===== src/rtl/pmc_pkg.sv =====
package pmc_pkg;
  typedef enum logic [1:0] {
    PM_RUN  = 2'd0,
    PM_IDLE = 2'd1,
    PM_DOWN = 2'd2,
    PM_STAB = 2'd3
  } pm_state_e;
endpackage


===== src/rtl/pmc_wake_det.sv =====
module pmc_wake_det #(
  parameter int NUM_IRQ = 4,
  parameter int RST_MIN = 24
) (
  input  logic               clk_i,
  input  logic               rst_ni,
  input  logic               in_idle_i,
  input  logic               in_down_i,
  input  logic               ext_rst_i,
  input  logic [1:0]         ext_int_i,
  input  logic [NUM_IRQ-1:0] irq_i,
  output logic               idle_wake_o,
  output logic               down_int_wake_o,
  output logic               down_rst_wake_o
);
  localparam int CW = $clog2(RST_MIN + 1);
  localparam logic [CW-1:0] LAST = CW'(RST_MIN - 1);

  logic [CW-1:0] rst_cnt_q;

  // consecutive high cycles of the reset pin, only counted in power-down
  always_ff @(posedge clk_i or negedge rst_ni) begin
    if (!rst_ni)                      rst_cnt_q <= '0;
    else if (!in_down_i || !ext_rst_i) rst_cnt_q <= '0;
    else if (rst_cnt_q != LAST)        rst_cnt_q <= rst_cnt_q + 1'b1;
  end

  assign down_rst_wake_o = in_down_i && ext_rst_i && (rst_cnt_q == LAST);
  assign down_int_wake_o = in_down_i && (|ext_int_i) && !down_rst_wake_o;
  assign idle_wake_o     = in_idle_i && ((|ext_int_i) || (|irq_i));

  assert_rst_width_R7: assert property (@(posedge clk_i) disable iff (!rst_ni)
    (down_rst_wake_o && RST_MIN > 1) |-> $past(ext_rst_i));
endmodule


===== src/rtl/pmc_stab_cnt.sv =====
module pmc_stab_cnt #(
  parameter int STAB_CYCLES = 16384
) (
  input  logic clk_i,
  input  logic rst_ni,
  input  logic clr_i,
  input  logic run_i,
  output logic done_o
);
  localparam int CW = $clog2(STAB_CYCLES + 1);
  localparam logic [CW-1:0] LAST = CW'(STAB_CYCLES - 1);

  logic [CW-1:0] cnt_q;

  always_ff @(posedge clk_i or negedge rst_ni) begin
    if (!rst_ni)              cnt_q <= '0;
    else if (clr_i || done_o) cnt_q <= '0;
    else if (run_i)           cnt_q <= cnt_q + 1'b1;
  end

  assign done_o = run_i && (cnt_q == LAST);

  assert_stab_clear_R6: assert property (@(posedge clk_i) disable iff (!rst_ni)
    clr_i |=> (cnt_q == '0));
endmodule


===== src/rtl/pmc_clk_en.sv =====
module pmc_clk_en
  import pmc_pkg::*;
#(
  parameter int TMR_DIV = 4
) (
  input  logic      clk_i,
  input  logic      rst_ni,
  input  pm_state_e state_i,
  input  logic      lclk_tick_i,
  output logic      cpu_clk_en_o,
  output logic      osc_en_o,
  output logic      wdt_clk_en_o,
  output logic      tmr_clk_en_o,
  output logic      rtc_clk_en_o,
  output logic      psen_hold_o
);
  localparam int DW = (TMR_DIV > 1) ? $clog2(TMR_DIV) : 1;
  localparam logic [DW-1:0] DLAST = DW'(TMR_DIV - 1);

  logic [DW-1:0] div_q;
  logic          div_hit;

  always_ff @(posedge clk_i or negedge rst_ni) begin
    if (!rst_ni)                  div_q <= '0;
    else if (state_i != PM_IDLE)  div_q <= '0;
    else if (lclk_tick_i)         div_q <= div_hit ? '0 : div_q + 1'b1;
  end

  assign div_hit = (div_q == DLAST);

  always_comb begin
    cpu_clk_en_o = 1'b0;
    osc_en_o     = 1'b0;
    wdt_clk_en_o = 1'b0;
    tmr_clk_en_o = 1'b0;
    rtc_clk_en_o = 1'b0;
    psen_hold_o  = 1'b0;
    unique case (state_i)
      PM_RUN: begin
        cpu_clk_en_o = 1'b1;
        osc_en_o     = 1'b1;
        wdt_clk_en_o = 1'b1;
        tmr_clk_en_o = 1'b1;
        rtc_clk_en_o = lclk_tick_i;
      end
      PM_IDLE: begin
        osc_en_o     = 1'b1;
        wdt_clk_en_o = 1'b1;
        tmr_clk_en_o = lclk_tick_i && div_hit;
        rtc_clk_en_o = lclk_tick_i;
      end
      PM_DOWN: psen_hold_o = 1'b1;
      PM_STAB: begin
        osc_en_o    = 1'b1;
        psen_hold_o = 1'b1;
      end
      default: ;
    endcase
  end

  assert_down_quiet_R4: assert property (@(posedge clk_i) disable iff (!rst_ni)
    (state_i == PM_DOWN) |-> !(osc_en_o || cpu_clk_en_o || wdt_clk_en_o || tmr_clk_en_o || rtc_clk_en_o));
  assert_idle_tmr_R10: assert property (@(posedge clk_i) disable iff (!rst_ni)
    (state_i == PM_IDLE && tmr_clk_en_o) |-> rtc_clk_en_o);
endmodule


===== src/rtl/pmc_top.sv =====
module pmc_top
  import pmc_pkg::*;
#(
  parameter int NUM_IRQ     = 4,
  parameter int RST_MIN     = 24,
  parameter int STAB_CYCLES = 16384,
  parameter int TMR_DIV     = 4
) (
  input  logic               clk_i,
  input  logic               rst_ni,
  input  logic               ext_rst_i,
  input  logic               wr_en_i,
  input  logic [1:0]         wr_data_i,
  input  logic [NUM_IRQ-1:0] irq_i,
  input  logic [1:0]         ext_int_i,
  input  logic               lclk_tick_i,
  output logic               cpu_clk_en_o,
  output logic               osc_en_o,
  output logic               wdt_clk_en_o,
  output logic               tmr_clk_en_o,
  output logic               rtc_clk_en_o,
  output logic               psen_hold_o,
  output logic               slow_mode_o,
  output logic               wake_vec_req_o,
  output logic               core_rst_o
);
  pm_state_e state_q, state_d;
  logic idle_wake, down_int_wake, down_rst_wake, stab_done;
  logic kind_rst_q, slow_q, vec_q;
  logic wr_ok, awake_rst;

  pmc_wake_det #(.NUM_IRQ(NUM_IRQ), .RST_MIN(RST_MIN)) u_wake (
    .clk_i, .rst_ni,
    .in_idle_i       (state_q == PM_IDLE),
    .in_down_i       (state_q == PM_DOWN),
    .ext_rst_i, .ext_int_i, .irq_i,
    .idle_wake_o     (idle_wake),
    .down_int_wake_o (down_int_wake),
    .down_rst_wake_o (down_rst_wake)
  );

  pmc_stab_cnt #(.STAB_CYCLES(STAB_CYCLES)) u_stab (
    .clk_i, .rst_ni,
    .clr_i  (state_q == PM_DOWN),
    .run_i  (state_q == PM_STAB),
    .done_o (stab_done)
  );

  pmc_clk_en #(.TMR_DIV(TMR_DIV)) u_clk (
    .clk_i, .rst_ni,
    .state_i (state_q),
    .lclk_tick_i,
    .cpu_clk_en_o, .osc_en_o, .wdt_clk_en_o,
    .tmr_clk_en_o, .rtc_clk_en_o, .psen_hold_o
  );

  assign awake_rst = ext_rst_i && (state_q == PM_RUN || state_q == PM_IDLE);
  assign wr_ok     = wr_en_i && (state_q == PM_RUN) && !ext_rst_i;

  always_comb begin
    state_d = state_q;
    unique case (state_q)
      PM_RUN:  if (wr_ok && wr_data_i[1]) state_d = PM_DOWN;  // power-down wins
               else if (wr_ok && wr_data_i[0]) state_d = PM_IDLE;
      PM_IDLE: if (ext_rst_i || idle_wake) state_d = PM_RUN;
      PM_DOWN: if (down_rst_wake || down_int_wake) state_d = PM_STAB;
      PM_STAB: if (stab_done) state_d = PM_RUN;
      default: state_d = PM_RUN;
    endcase
  end

  always_ff @(posedge clk_i or negedge rst_ni) begin
    if (!rst_ni) begin
      state_q    <= PM_RUN;
      kind_rst_q <= 1'b0;
      slow_q     <= 1'b0;
      vec_q      <= 1'b0;
    end else begin
      state_q <= state_d;
      if (down_rst_wake)      kind_rst_q <= 1'b1;
      else if (down_int_wake) kind_rst_q <= 1'b0;
      if (down_rst_wake || awake_rst) slow_q <= 1'b0;
      else if (down_int_wake)         slow_q <= 1'b1;
      vec_q <= (state_q == PM_IDLE && idle_wake && !ext_rst_i) || (stab_done && !kind_rst_q);
    end
  end

  assign slow_mode_o    = slow_q;
  assign wake_vec_req_o = vec_q;
  assign core_rst_o     = awake_rst || (state_q == PM_STAB && kind_rst_q);

  assert_idle_osc_R2: assert property (@(posedge clk_i) disable iff (!rst_ni)
    (state_q == PM_IDLE) |-> (osc_en_o && !cpu_clk_en_o));
  assert_vec_clean_R3: assert property (@(posedge clk_i) disable iff (!rst_ni)
    wake_vec_req_o |-> (cpu_clk_en_o && !core_rst_o));
  assert_down_entry_R9: assert property (@(posedge clk_i) disable iff (!rst_ni)
    (wr_ok && wr_data_i[1]) |=> (state_q == PM_DOWN));
  assert_stab_exit_R6: assert property (@(posedge clk_i) disable iff (!rst_ni)
    ($past(state_q) == PM_STAB && state_q == PM_RUN) |-> $past(stab_done));
  assert_down_stay_R5: assert property (@(posedge clk_i) disable iff (!rst_ni)
    (state_q == PM_DOWN && !ext_rst_i && ext_int_i == 2'b00) |=> (state_q == PM_DOWN));
endmodule


===== config.mk =====
export PLATFORM = sky130hd
export DESIGN_NAME = pmc_top
export DESIGN_NICKNAME = d
export VERILOG_FILES = /design/src/rtl/pmc_pkg.sv /design/src/rtl/pmc_wake_det.sv /design/src/rtl/pmc_stab_cnt.sv /design/src/rtl/pmc_clk_en.sv /design/src/rtl/pmc_top.sv
export SDC_FILE = /design/constraint.sdc
export NUM_CORES = 1
export LEC_CHECK = 0
export BUFFER_PORTS_ARGS = -buffer_cell sky130_fd_sc_hd__buf_4
export CORE_MARGIN = 2
export CORE_UTILIZATION = 40
export CTS_CLUSTER_SIZE = 25
export DETAILED_ROUTE_END_ITERATION = 16
export PLACE_DENSITY = 0.62
export RECOVER_POWER = 100
export SYNTH_ARGS = -nofsm -noshare
export SYNTH_HDL_FRONTEND = slang
export SYNTH_SLANG_ARGS = --single-unit
export TNS_END_PERCENT = 30

===== constraint.sdc =====
create_clock -name clk_i -period 1.8 [get_ports clk_i]
set_input_delay 0.09 -clock clk_i [delete_from_list [all_inputs] [get_ports clk_i]]
set_output_delay 0.09 -clock clk_i [all_outputs]
set_load 0.005 [all_outputs]

# Word-level counts from Yosys, hierarchy flattened
# Cells that the tools add are included.
totals:
  reg_bits: 27
  inputBits: 13
classes:
  n_eq_ne: 12
  reduce_logical: 41
  mux: 23
  addsub: 3
ops:
  columns: ["operator", "count"]
  rows:
  - ["2-to-1 mux 15 bit", 2]
  - ["logical AND 1 bit", 16]
  - ["2-to-1 mux 2 bit", 8]
  - ["adder 15 x 1 -> 15 bit (second input constant)", 1]
  - ["== test 15 x 14 -> 1 bit (second input constant)", 1]
  - ["2-to-1 mux 5 bit", 2]
  - ["nonzero test 2 bit", 5]
  - ["logical OR 1 bit", 9]
  - ["2-to-1 mux 1 bit", 9]
  - ["one-hot mux 2 bit (4 select lines)", 1]
  - ["== test 2 bit (second input constant)", 3]
  - ["!= test 2 bit (second input constant)", 3]
  - ["OR reduction 2 bit", 3]
  - ["adder 5 x 1 -> 5 bit (second input constant)", 1]
  - ["== test 5 bit (second input constant)", 1]
  - ["!= test 5 bit (second input constant)", 1]
  - ["zero test 1 bit", 4]
  - ["AND reduction 4 bit", 1]
  - ["OR reduction 4 bit", 1]
  - ["!= test 3 x 1 -> 1 bit (second input constant)", 1]
  - ["OR reduction 3 bit", 1]
  - ["adder 2 x 1 -> 2 bit (second input constant)", 1]
  - ["== test 2 x 1 -> 1 bit (second input constant)", 1]
  - ["zero test 2 bit", 1]
  - ["other kinds (2)", 2]

# Logic depth before layout (Yosys ltp)
depth:
  word_depth: 8
  mapped_depth: 6

# By module
# A second synthesis with hierarchy kept.
hier_totals:
  cells_unflattened: 139
  area_unflattened_um2: 1420.1
modules_own_cells:
  columns: ["module", "instances", "seq_area_each_um2", "area_per_inst_um2", "cells_per_inst"]
  rows:
  - ["pmc_stab_cnt", 1, 375.4, 759.5, 73]
  - ["pmc_wake_det", 1, 125.1, 264.0, 26]
  - ["pmc_top", 1, 125.1, 257.7, 24]
  - ["pmc_clk_en", 1, 50.0, 138.9, 16]

# Least setup slack after synthesis
# No wires, ideal clock.
synth_path:
  path_kind: "register to register"
  from: "register u_stab.cnt_q[0]"
  to: "register u_stab.cnt_q[4]"
  synth_period_minus_slack_ps: 1647
  required_ps: 1674
  stages_incl_launch_ff: 7
  path_slack_ps: 153
  t_arrival_ps: 1521
  cell_sequence: "dfrtp_1 ha_1 nand3b_1 nor4_4 buf_6 nor3_2 a221o_1"
synth_between:
  elab_chain_len: 4
  elab_cells_between_ends: 7
  cone_classes: "add/sub (1); eq/ne (1); mux (2); reduce/logical (3)"
synth_lines:
  columns: ["item", "line", "text"]
  rows:
  - ["from (decl)", "pmc_stab_cnt.sv:13", "logic [CW-1:0] cnt_q;"]
  - ["from (signal assigned)", "pmc_stab_cnt.sv:18", "else if (run_i) cnt_q <= cnt_q + 1'b1;"]
  - ["parallel branches: the longest is 4 deep, another holds adder 15 x 1 -> 15 bit", null, null]
# Parallel ways; which one is timed is not known. The select of a mux whose other input is x is not followed.
# A chain may end at the register's enable or synchronous reset.

# Worst setup path in the final report
layout_path:
  from: "register u_stab.cnt_q[7]"
  to: "register u_stab.cnt_q[13]"
# The elaborated chain is that of the path after synthesis.

==> qor.yml <==
run_status:
  run_status: "finished, final reports clean"
clock_tree:
  numClockSinks: 27
  postCtsSetupBuffers: 0
  cts_root_buf: "clkbuf_8"
  cts_tree: "yes"
  cts_buffers: 3
  cts_max_level: 1
  clk_latency_ps: 270
  clk_pin_slew_worst_paths_ps: 100
  clockBufferDepth: 2
min_path:
  min_path_cells: 2
  min_path_type: "in -> reg"
  min_from: "ext_rst_i"
  hold_end: "slow_mode_o"
critical_path:
  regToRegSetupSlack_ps: 70
  crit_path_end_kind: "flop"
  worstPathRequired_ps: 1960
  crit_chain: "nand4_4, or4_1, nor4b_1, a211o_1"
  cp_slowest_cell: "or4_1"
  path_delay_family: "simple AND/OR/NAND/NOR gates"
  r2r_end: "u_stab.cnt_q[13]"
  crit_fanout: 5
  path_buf_inv: 0
  critPathArrivalTime_ps: 1900
  cp-start-kind: "flop"
  r2r_cells: 4
  worst-setup-path-type: "reg -> reg"
  timing.rr.start: "u_stab.cnt_q[7]"
  max_stage_delay_ps: 560
pwr:
  cellLeakagePower_nw: 0.8142
  p_per_area_nw_per_um2: 754.6
  peakVddDrop_mv: 0.2520
placed_design:
  hpwl_mm: 2.688
  port_buffers: 21
  place_congestion: 0.8042
  pre_cts_slack_ps: 58.15
  dpl-instance-area_sq_um: 1774
finish:
  drive_above_1_share_pct: 24.61
  syn_to_final_growth_pct: 18.84
  fillers: 358
  final_common_cell: "buf_4"
  final_cell_mix: "buf_4 (26), dfrtp_1 (25), nand2_1 (16), nor2_1 (15)"
  final_core_util_pct: 49.86
  design_area_sq_um: 1839
  num-nets-final: 208
  diodes: 0
timing:
  clock_skew_ps: 6.142
  finalSetupTns_ps: 0
  final_min_period_over_clock_period_pct: 96.16
  setup_violations: 0
  whs_ps: 47.45
  fmax_mhz: 577.7
  setup_slack_ps: 69.05
  slew_viol_final: 0
  worstMarginPinSlew_ps: 681.4
  period_minus_slack_ps: 1731
  slew-limit-headroom_pct: 54.57
  finalHoldViolCount: 0
  grt_setup_unrepaired: "yes"
die:
  die_h_um: 66.21
  die_x_um: 66.21
  die_area_sq_um: 4383
  initial_core_util_pct: 41.96
  rows: 22
  io-pin-count: 22
  coreArea_sq_um: 3689
yosys:
  synth_flop_cell: "dfrtp_1"
  ys_seq_elements: 27
  synthCells: 167
  seq_area_frac_synth_pct: 43.65
  avgSynthCellArea_sq_um: 9.268
  netlist.area_leader.share_pct: 43.65
  yosysWarnings: 0
  syn-num-nets: 183
  synth_largest_area_cell: "dfrtp_1"
  synth_edf_count: 0
  synth_area_leaders: "dfrtp_1 (44%), nand2_1 (3.9%), nor2_1 (3.6%), nand3_1 (3.6%), nor3_1 (3.6%)"
  synth_cell_type_count: 48
  synth_area_sq_um: 1548
  async_flop_share_pct: 100.0
job:
  drv_cap: 0
global_route:
  grt_pass1_vias: 1471
  grt_max_degree: 28
  antenna_found_initial: 0
  grt.total_usage_pct: 18.59
  grt_pass1_wl_mm: 6.389
  grt_overflow: 0
routing:
  drtIter0Drc: 88
  antenna_left: 0
  drt-vias-per-instance: 5.757
  vias: 1376
  wl_mm: 3.696
  drcViolationCount: 0
  dr.pass1.iters: 5
  wl_per_cell_um: 15.46
registers in the layout, indices dropped and copies added (netlist names):
signal	count
kind_rst_q	1
slow_mode_o	1
state_q	2
u_clk.div_q	2
u_stab.cnt_q	15
u_wake.rst_cnt_q	5
wake_vec_req_o	1
worst max path at each step:
stage / startpoint / endpoint / slack, ps / cells past startpoint
after CTS: u_stab.cnt_q[4] / u_stab.cnt_q[12] / 30 / 5
after detailed placement: u_stab.cnt_q[4] / u_stab.cnt_q[12] / 60 / 5
after floorplan: u_stab.cnt_q[0] / u_stab.cnt_q[4] / 150 / 6
after global placement: u_stab.cnt_q[4] / u_stab.cnt_q[12] / 130 / 5
after global routing: u_stab.cnt_q[3] / u_stab.cnt_q[14] / -10 / 5
final: u_stab.cnt_q[7] / u_stab.cnt_q[13] / 70 / 4
cell type report:
| type | instances | area [sq um] | area share, % |
|---|---|---|---|
| Timing Repair Buffer | 30 | 225.2 | 12.24 |
| Clock inverter | 1 | 5.005 | 0.2721 |
| Sequential cell | 27 | 678.2 | 36.87 |
| Tap cell | 48 | 60.06 | 3.265 |
| Clock buffer | 3 | 41.29 | 2.245 |
| Multi-Input combinational cell | 122 | 799.5 | 43.47 |
| Inverter | 8 | 30.03 | 1.633 |
worst register-to-register path, delay by kind of cell (launching register included):
family          cells  cell delay [ps]
compound gates      1              270
flops               1              460
simple gates        3              880
routing by layer:
layer  global-route usage (%)  up-vias  part of all wire (%)  routed length [um]
met5                        0        -                     0                   0
met4                    6.633        0                  0.49                  18
met3                    2.555        2                   2.2                  82
met2                    34.63       27                    55                2020
met1                    21.36      685                    43                1574
li1                         -      662                     -                   -
where the power goes:
part           internal, W  switching (W)
Clock             0.000155       0.000191
Combinational     0.000132       0.000132
Sequential        0.000681      0.0000967
Total             0.000968       0.000420
cell usage after synthesis (3+ instances only):
cell type	n
dfrtp_1	27
nand2_1	16
nor2_1	15
nand3_1	11
nor3_1	11
o21ai_0	8
clkbuf_1	6
inv_1	6
nor4_1	5
a21oi_1	4
a22o_2	3
ha_1	3
mux2i_1	3
o21a_1	3
o22a_1	3
stage by stage:
step / cells / total power, W
finish: 239 / 0.001388
global placement: 234 / 0.001020
CTS: 239 / 0.001401
detailed placement: 234 / 0.001045
floorplan: 167 / 0.0009319
global route: 239 / 0.001469
cell families after synthesis:
group / synth area share (%)
simple gates: 25.87
compound gates: 17.71
flops: 43.65
buf+inv: 5.255
mux: 3.395
xor+xnor: 1.698
fa+ha+maj: 2.425
timing repair:
action                                  CTS  global route
endpoints found under the setup margin    0             4
hold buffers                              1             0
resized for setup                         0             4
endpoints found under the hold margin    27             0
Power figures use the tool's default switching activity.
